$ cat config.mk
export PLATFORM = sky130hd
export DESIGN_NAME = adc_window_qual
export DESIGN_NICKNAME = d
export VERILOG_FILES = /design/src/rtl/adcwin_pkg.sv /design/src/rtl/adcwin_datapath.sv /design/src/rtl/adcwin_ctrl.sv /design/src/rtl/adc_window_qual.sv
export SDC_FILE = /design/constraint.sdc
export NUM_CORES = 1
export LEC_CHECK = 0
export BUFFER_PORTS_ARGS = -buffer_cell sky130_fd_sc_hd__buf_2
export CAP_MARGIN = 20
export CORE_MARGIN = 2
export CORE_UTILIZATION = 30
export CTS_CLUSTER_DIAMETER = 100
export DETAILED_ROUTE_END_ITERATION = 16
export GPL_TIMING_DRIVEN = 0
export SYNTH_ARGS = -nofsm -noshare
export SYNTH_HDL_FRONTEND = slang
export SYNTH_HIERARCHICAL = 1
export SYNTH_SLANG_ARGS = --single-unit
$ cat constraint.sdc
create_clock -name clk -period 2.5 [get_ports clk]
set_input_delay 0.375 -clock clk [delete_from_list [all_inputs] [get_ports clk]]
set_output_delay 0.375 -clock clk [all_outputs]
set_load 0.01 [all_outputs]
$ cat src/rtl/adcwin_pkg.sv
package adcwin_pkg;
  // strobes issued by the control to the datapath, one cycle each
  typedef struct packed {
    logic loadLo;
    logic loadHi;
    logic loadMode;
    logic capture;
  } dpStrobe_t;
endpackage

$ cat src/rtl/adcwin_datapath.sv
module adcwin_datapath
  import adcwin_pkg::*;
#(
  parameter int W = 10
) (
  input  logic         clk,
  input  logic         rstN,
  input  dpStrobe_t    strb,
  input  logic [W-1:0] limData,
  input  logic         cfgOutside,
  input  logic [W-1:0] convResult,
  output logic         hit,
  output logic         matchFlag
);
  localparam logic [W-1:0] TOP_CODE = {W{1'b1}};

  logic [W-1:0] limLo, limHi;
  logic         outsideMode;
  logic         matchReg;
  logic         geLo, leHi, inWin;

  always_ff @(posedge clk or negedge rstN) begin
    if (!rstN) begin
      limLo       <= '0;
      limHi       <= TOP_CODE;
      outsideMode <= 1'b0;
    end else begin
      if (strb.loadLo)   limLo       <= limData;
      if (strb.loadHi)   limHi       <= limData;
      if (strb.loadMode) outsideMode <= cfgOutside;
    end
  end

  // inclusive bounds; an inverted window leaves inWin false for every code
  always_comb begin
    geLo  = (convResult >= limLo);
    leHi  = (convResult <= limHi);
    inWin = geLo && leHi;
    hit   = outsideMode ? !inWin : inWin;
  end

  always_ff @(posedge clk or negedge rstN) begin
    if (!rstN)             matchReg <= 1'b0;
    else if (strb.capture) matchReg <= hit;
  end

  assign matchFlag = matchReg;

  assert_hold_R5: assert property (@(posedge clk) disable iff (!rstN)
    !strb.capture |=> $stable(matchReg));

  assert_inverted_empty_R4: assert property (@(posedge clk) disable iff (!rstN)
    (strb.capture && (limLo > limHi) && !outsideMode) |=> !matchReg);

  assert_inverted_full_R4: assert property (@(posedge clk) disable iff (!rstN)
    (strb.capture && (limLo > limHi) && outsideMode) |=> matchReg);

  assert_bounds_R2: assert property (@(posedge clk) disable iff (!rstN)
    (strb.capture && !outsideMode && (convResult == limLo) && (limLo <= limHi)) |=> matchReg);
endmodule

$ cat src/rtl/adcwin_ctrl.sv
module adcwin_ctrl
  import adcwin_pkg::*;
(
  input  logic      clk,
  input  logic      rstN,
  input  logic      limLoWe,
  input  logic      limHiWe,
  input  logic      cfgWe,
  input  logic      cfgQualEn,
  input  logic      cfgIrqEn,
  input  logic      convDone,
  input  logic      irqClr,
  input  logic      hit,
  output dpStrobe_t strb,
  output logic      irqFlag
);
  logic qualEn, irqEn;
  logic setEvt;

  always_ff @(posedge clk or negedge rstN) begin
    if (!rstN) begin
      qualEn <= 1'b0;
      irqEn  <= 1'b0;
    end else if (cfgWe) begin
      qualEn <= cfgQualEn;
      irqEn  <= cfgIrqEn;
    end
  end

  always_comb begin
    strb.loadLo   = limLoWe;
    strb.loadHi   = limHiWe;
    strb.loadMode = cfgWe;
    strb.capture  = convDone;
    setEvt        = convDone && irqEn && (!qualEn || hit);
  end

  // a set event wins over a clear in the same cycle
  always_ff @(posedge clk or negedge rstN) begin
    if (!rstN)       irqFlag <= 1'b0;
    else if (setEvt) irqFlag <= 1'b1;
    else if (irqClr) irqFlag <= 1'b0;
  end

  assert_sticky_R9: assert property (@(posedge clk) disable iff (!rstN)
    (irqFlag && !irqClr) |=> irqFlag);

  assert_clear_R9: assert property (@(posedge clk) disable iff (!rstN)
    (irqClr && !setEvt) |=> !irqFlag);

  assert_set_wins_R10: assert property (@(posedge clk) disable iff (!rstN)
    (irqClr && convDone && irqEn && !qualEn) |=> irqFlag);

  assert_unqualified_R6: assert property (@(posedge clk) disable iff (!rstN)
    (convDone && irqEn && !qualEn) |=> irqFlag);

  assert_disabled_R8: assert property (@(posedge clk) disable iff (!rstN)
    (!irqEn && !irqFlag) |=> !irqFlag);

  assert_qualified_R7: assert property (@(posedge clk) disable iff (!rstN)
    (convDone && qualEn && !hit && !irqFlag) |=> !irqFlag);
endmodule

$ cat src/rtl/adc_window_qual.sv
module adc_window_qual
  import adcwin_pkg::*;
#(
  parameter int W = 10
) (
  input  logic         clk,
  input  logic         rstN,
  input  logic         limLoWe,
  input  logic         limHiWe,
  input  logic [W-1:0] limData,
  input  logic         cfgWe,
  input  logic         cfgOutside,
  input  logic         cfgQualEn,
  input  logic         cfgIrqEn,
  input  logic         convDone,
  input  logic [W-1:0] convResult,
  input  logic         irqClr,
  output logic         matchFlag,
  output logic         irqReq
);
  dpStrobe_t strb;
  logic      hit;

  adcwin_ctrl u_ctrl (
    .clk(clk), .rstN(rstN), .limLoWe(limLoWe), .limHiWe(limHiWe),
    .cfgWe(cfgWe), .cfgQualEn(cfgQualEn), .cfgIrqEn(cfgIrqEn),
    .convDone(convDone), .irqClr(irqClr), .hit(hit),
    .strb(strb), .irqFlag(irqReq)
  );

  adcwin_datapath #(.W(W)) u_dp (
    .clk(clk), .rstN(rstN), .strb(strb), .limData(limData),
    .cfgOutside(cfgOutside), .convResult(convResult),
    .hit(hit), .matchFlag(matchFlag)
  );
endmodule

---- After elaboration in Yosys (flattened, before gate mapping) ----
Cells that the tools add are included.
word-level totals
  register bits after elaboration ......... 25
  latch bits .............................. 0
  memory bits (writable) .................. 0
  memory bits (read-only) ................. 0
  input bits .............................. 30
  output and inout port bits .............. 2
  logic and storage cells ................. 19
  memories kept ........................... 0
operators by class
  $add $sub $neg .......................... 0
  multipliers ............................. 0
  div/mod/pow operators ................... 0
  magnitude comparators ................... 2
  equality and inequality tests ........... 0
  shift operators ......................... 0
  muxes and demuxes ....................... 3
  bitwise gates (word level) .............. 0
  reductions and logical operators ........ 7
operators by type and width
  cell                                count
  greater-or-equal comparator 10 bit  1
  <= comparator 10 bit                1
  logical AND 1 bit                   3
  two-way mux 1 bit                   3
  logical NOT 1 bit                   2
  nonzero test 2 bit                  1
  logical OR 1 bit                    1

---- Longest topological paths before layout ----
  word-level depth ........................ 7
  depth in mapped cells ................... 10
  gate-level depth less buffers ........... 10

---- Modules after synthesis ----
Netlist, hierarchy kept.
modules (own cells, without submodules)
  module           instances  cells an instance  area an instance (µm²)  seq. area each (µm²)
  adcwin_datapath  1          138                1,300.0                 563.0
  adcwin_ctrl      1          13                 147.6                   75.1

---- Worst setup path after synthesis ----
Ideal clock, no wire load.
  path kind ............................... reg-to-reg
  from .................................... register u_dp.limHi[3]
  to ...................................... register u_ctrl.irqFlag
  library setup time ...................... 0.082 ns
  arrival time ............................ 2.096 ns
  data required time ...................... 2.418 ns
  slack ................................... 0.322 ns
  cell stages (with the launch flop) ...... 11
  path buffers ............................ 0
  clock period less this slack ............ 2.178 ns
  cells stage by stage .................... dfstp_2 > inv_1 > ha_1 > a21o_1 > a21o_1 > a2111oi_4 > nor2_1 > or3_1 > nand2_1 > nor2b_1 > o22ai_1
between the ends
  cells in the longest elaborated chain, start to end .. 7
  elaborated cells between the ends (all ways) .. 8
  those cells by class .................... 1 x order compare; 2 x mux; 5 x reduce/logical
RTL lines
  element                                                         RTL line               text
  from (decl)                                                     adcwin_datapath.sv:17  logic [W-1:0] limLo, limHi;
  from (signal assigned)                                          adcwin_datapath.sv:29  if (strb.loadHi) limHi <= limData;
  <= comparator 10 bit (*)                                        adcwin_datapath.sv:37  leHi = (convResult <= limHi);
  logical AND 1 bit (*)                                           adcwin_datapath.sv:38  inWin = geLo && leHi;
  logical NOT 1 bit                                               adcwin_datapath.sv:39  hit = outsideMode ? !inWin : inWin;
  two-way mux 1 bit (*)                                           adcwin_datapath.sv:39
  net hit                                                         adc_window_qual.sv:22  logic hit;
  logical OR 1 bit (*)                                            adcwin_ctrl.sv:35      setEvt = convDone && irqEn && (!qualEn || hit);
  logical AND 1 bit (*)                                           adcwin_ctrl.sv:35
  two-way mux 1 bit / nonzero test 2 bit (equally long branches)  n/a
  to (signal assigned)                                            adcwin_ctrl.sv:40      if (!rstN) irqFlag <= 1'b0;
  to (signal assigned)                                            adcwin_ctrl.sv:41      else if (setEvt) irqFlag <= 1'b1;
  to (signal assigned)                                            adcwin_ctrl.sv:42      else if (irqClr) irqFlag <= 1'b0;
  to (decl)                                                       adcwin_ctrl.sv:15      output logic irqFlag
The timed path passes the listed nets; every way through them passes the cells marked *.
A chain may end at the register's enable or synchronous reset.

---- Worst setup path in the final report ----
  from .................................... register u_dp.limHi[9]
  to ...................................... register u_ctrl.irqFlag
Same word-level chain as after synthesis.

==> metrics.md <==
| Metric | Value |
|---|---|
| Synth Register Bits | `25` |
| Gr usage total | `a little under an eighth` |
| Crit-path leading delay family | `compound AO/OA/AOI/OAI gates` |
| Largest area contributor in the netlist | `dfrtp_1` |
| DR vias | `between 1000 and 1500` |
| Max IR drop VDD | `0.0001905 V` |
| Clock Sinks | `25` |
| Via/cell ratio | `4.567` |
| Cells after Synth | `roughly 150` |
| Max Freq | `about 430 MHz` |
| Area after DPL | `around 1700 um2` |
| Wire length per cell | `between 10 and 15 um` |
| Final Hold Vio Count | `0` |
| Post-cts sizing count | `0` |
| DRT Pass-1 Iters | `4` |
| DP HPWL | `2297 um` |
| Final worst setup slack | `roughly 0.19 ns` |
| RSZ-0062 raised after global routing | `no` |
| CTS clk-pin slew, worst paths | `approximately 0.090 ns` |
| Total Power | `around 0.9 mW` |
| GPL Wtd Cong | `0.7734` |
| Initial Utilization | `just over 30%` |
| IO buf count | `29` |
| Worst-path cell chain | `inv_1, ha_1, a21oi_1, o21ai_0, a2111oi_4, nor2_1, or3_1, nand2_1, nor2b_1, o22ai_1` |
| Rel. slew slack | `62.43%` |
| Synth warnings | `6` |
| Actual slew at the worst max-slew pin | `0.5636 ns` |
| Area share of the leading cell type in the synthesized netlist | `between 20% and 30%` |
| Core box area | `between 4000 and 5000 um2` |
| MaxCap Viol Count | `0` |
| Hold Buf Count CTS | `0` |
| Vias in the first global route | `about 1100` |
| WL final | `2937 um` |
| Nets | `about 240` |
| Num ports | `32` |
| Initial DRC count | `52` |
| Gr ovfl total | `0` |
| Synthesized Nets | `201` |
| DRT antenna net count | `0` |
| CTS max path bufs | `2` |
| CTS tree | `built` |
| Min-Delay Path Class | `in -> async` |
| CP required | `roughly 2.7 ns` |
| Root buffer cell | `clkbuf_8` |
| Status | `finished, final reports clean` |
| Max FO, Critical Path | `3` |
| Lkg Pwr | `~0.85 nW` |
| Post-synthesis sequential area ratio | `between 40% and 50%` |
| Mapped Area | `between 1000 and 1500 um2` |
| Clock Latency Late Sink | `about 0.26 ns` |
| # diodes | `0` |
| Die height | `~73 um` |
| Largest net degree at the start of global routing | `26` |
| Critical Path Start Type | `flop` |
| Fin util | `roughly 36%` |
| Slew Viols, Final | `0` |
| Area Growth Syn to Fin | `17.89%` |
| First-pass GRT wire length | `approximately 5000 um` |
| Crit-path slowest cell | `dfstp_2` |
| Count of cell types in the netlist | `23` |
| Worst clock skew | `between 0.007 and 0.008 ns` |
| Setup Viol. Count Final | `0` |
| H-tree depth | `1` |
| Final min period | `approximately 2.3 ns` |
| Worst Setup End Kind | `flop` |
| CP bufs+invs | `1` |
| Die area | `between 5000 and 6000 um2` |
| Average footprint of a synthesized cell | `~9.6 um2` |
| Rows | `25` |
| CTS Buf Count | `3` |
| Critical path type | `reg -> reg` |
| Most common cell after layout, fill and taps aside | `buf_2` |
| DP Worst Slack | `roughly 0.22 ns` |
| Critical Path Max Stage Delay | `between 0.5 and 0.6 ns` |
| DR DRC count | `0` |
| Antenna violations before repair | `0` |
| Power per cell area | `roughly 540 nW/um2` |
| Setup TNS Final | `0 ns` |
| # Post-CTS Setup Buffers | `0` |
| Final instance area | `1707 um2` |
| Top cells by area, synth | `dfrtp_1 (26%), dfstp_2 (18%), ha_1 (17%), o21ai_0 (8.3%), inv_1 (5.7%)` |
| Crit path arrival time | `2.49 ns` |
| Die Width | `~73 um` |
| Commonest non-fill, non-tap cells in the layout | `buf_2 (29), o21ai_0 (24), inv_1 (22), nand2_1 (22), ha_1 (20)` |
| Fraction of layout cells with a size suffix above 1 | `between 20 and 30%` |
| Period utilization | `between 90% and 100%` |
==> kinds of logic after synthesis <==
logic type | synth area share, %
buffers and inverters | 8.816
adder cells (fa/ha/maj) | 17.29
multiplexers | 3.889
AO/OA/AOI/OAI | 16.08
AND/OR/NAND/NOR | 9.853
flip-flops | 44.08
==> power by group <==
group | internal, mW | switching (mW)
clock | 0.111 | 0.124
combinational | 0.0962 | 0.117
sequential | 0.455 | 0.0139
==> cells in the mapped netlist <==
cell type	n
mux2_2	5
nor2_1	3
a21oi_1	4
a211oi_1	3
o31ai_1	1
nor2b_1	1
buf_4	4
nand2b_1	2
nand2_1	22
a21o_1	2
o211ai_1	1
o21ai_0	24
o22ai_1	1
nor3_1	1
clkbuf_1	4
a2111oi_4	1
nand4_1	3
inv_1	22
or3_1	1
dfstp_2	10
ha_1	20
dfrtp_1	15
a31oi_1	1
==> stage by stage <==
stage / hold slack, ns / std cells
final: 0.08990 / 238
after global routing: 0.1210 / 238
after CTS: 0.1031 / 238
after detailed placement: 0.3969 / 234
after global placement: 0.3925 / 234
after floorplan: 0.07941 / 151
==> registers in the layout, indices dropped and copies added (netlist names) <==
| name | flops |
|---|---|
| u_dp/limHi | 10 |
| u_dp/outsideMode | 1 |
| u_dp/matchFlag | 1 |
| u_dp/limLo | 10 |
| u_ctrl/irqFlag | 1 |
| u_ctrl/irqEn | 1 |
| u_ctrl/qualEn | 1 |
==> cell type report <==
| class | instances | area (um2) |
|---|---|---|
| fill | 500 | 2985 |
| multi-input combinational | 96 | 681.9 |
| sequential | 25 | 638.1 |
| timing repair buffer | 29 | 145.1 |
| inverter | 22 | 82.58 |
| tap | 54 | 67.56 |
| buffer | 8 | 45.04 |
| clock buffer | 3 | 41.29 |
| clock inverter | 1 | 5.005 |
==> metal layers <==
layer  track usage, %  part of all wire (%)
met3            3.155                   5.1
met2            18.25                    45
met4            2.020                  0.37
met1            16.37                    49
met5                0                     0
==> path summary, 6_finish.rpt <==
path	from	end	slack (ns)	cells after the start
max in group asynchronous	rstN	u_dp/limHi[7]$_DFFE_PN1P_	2.03	1
min reg2reg	u_ctrl/qualEn$_DFFE_PN0P_	u_ctrl/qualEn$_DFFE_PN0P_	0.50	1
max reg2reg	u_dp/limHi[9]$_DFFE_PN1P_	u_ctrl/irqFlag$_DFFE_PN0P_	0.19	10
max	u_dp/limHi[9]$_DFFE_PN1P_	u_ctrl/irqFlag$_DFFE_PN0P_	0.19	10
min	rstN	u_dp/limLo[2]$_DFFE_PN0P_	0.09	1
min in group clk	irqClr	u_ctrl/irqFlag$_DFFE_PN0P_	0.30	2
(Power assumes the default switching activity.)
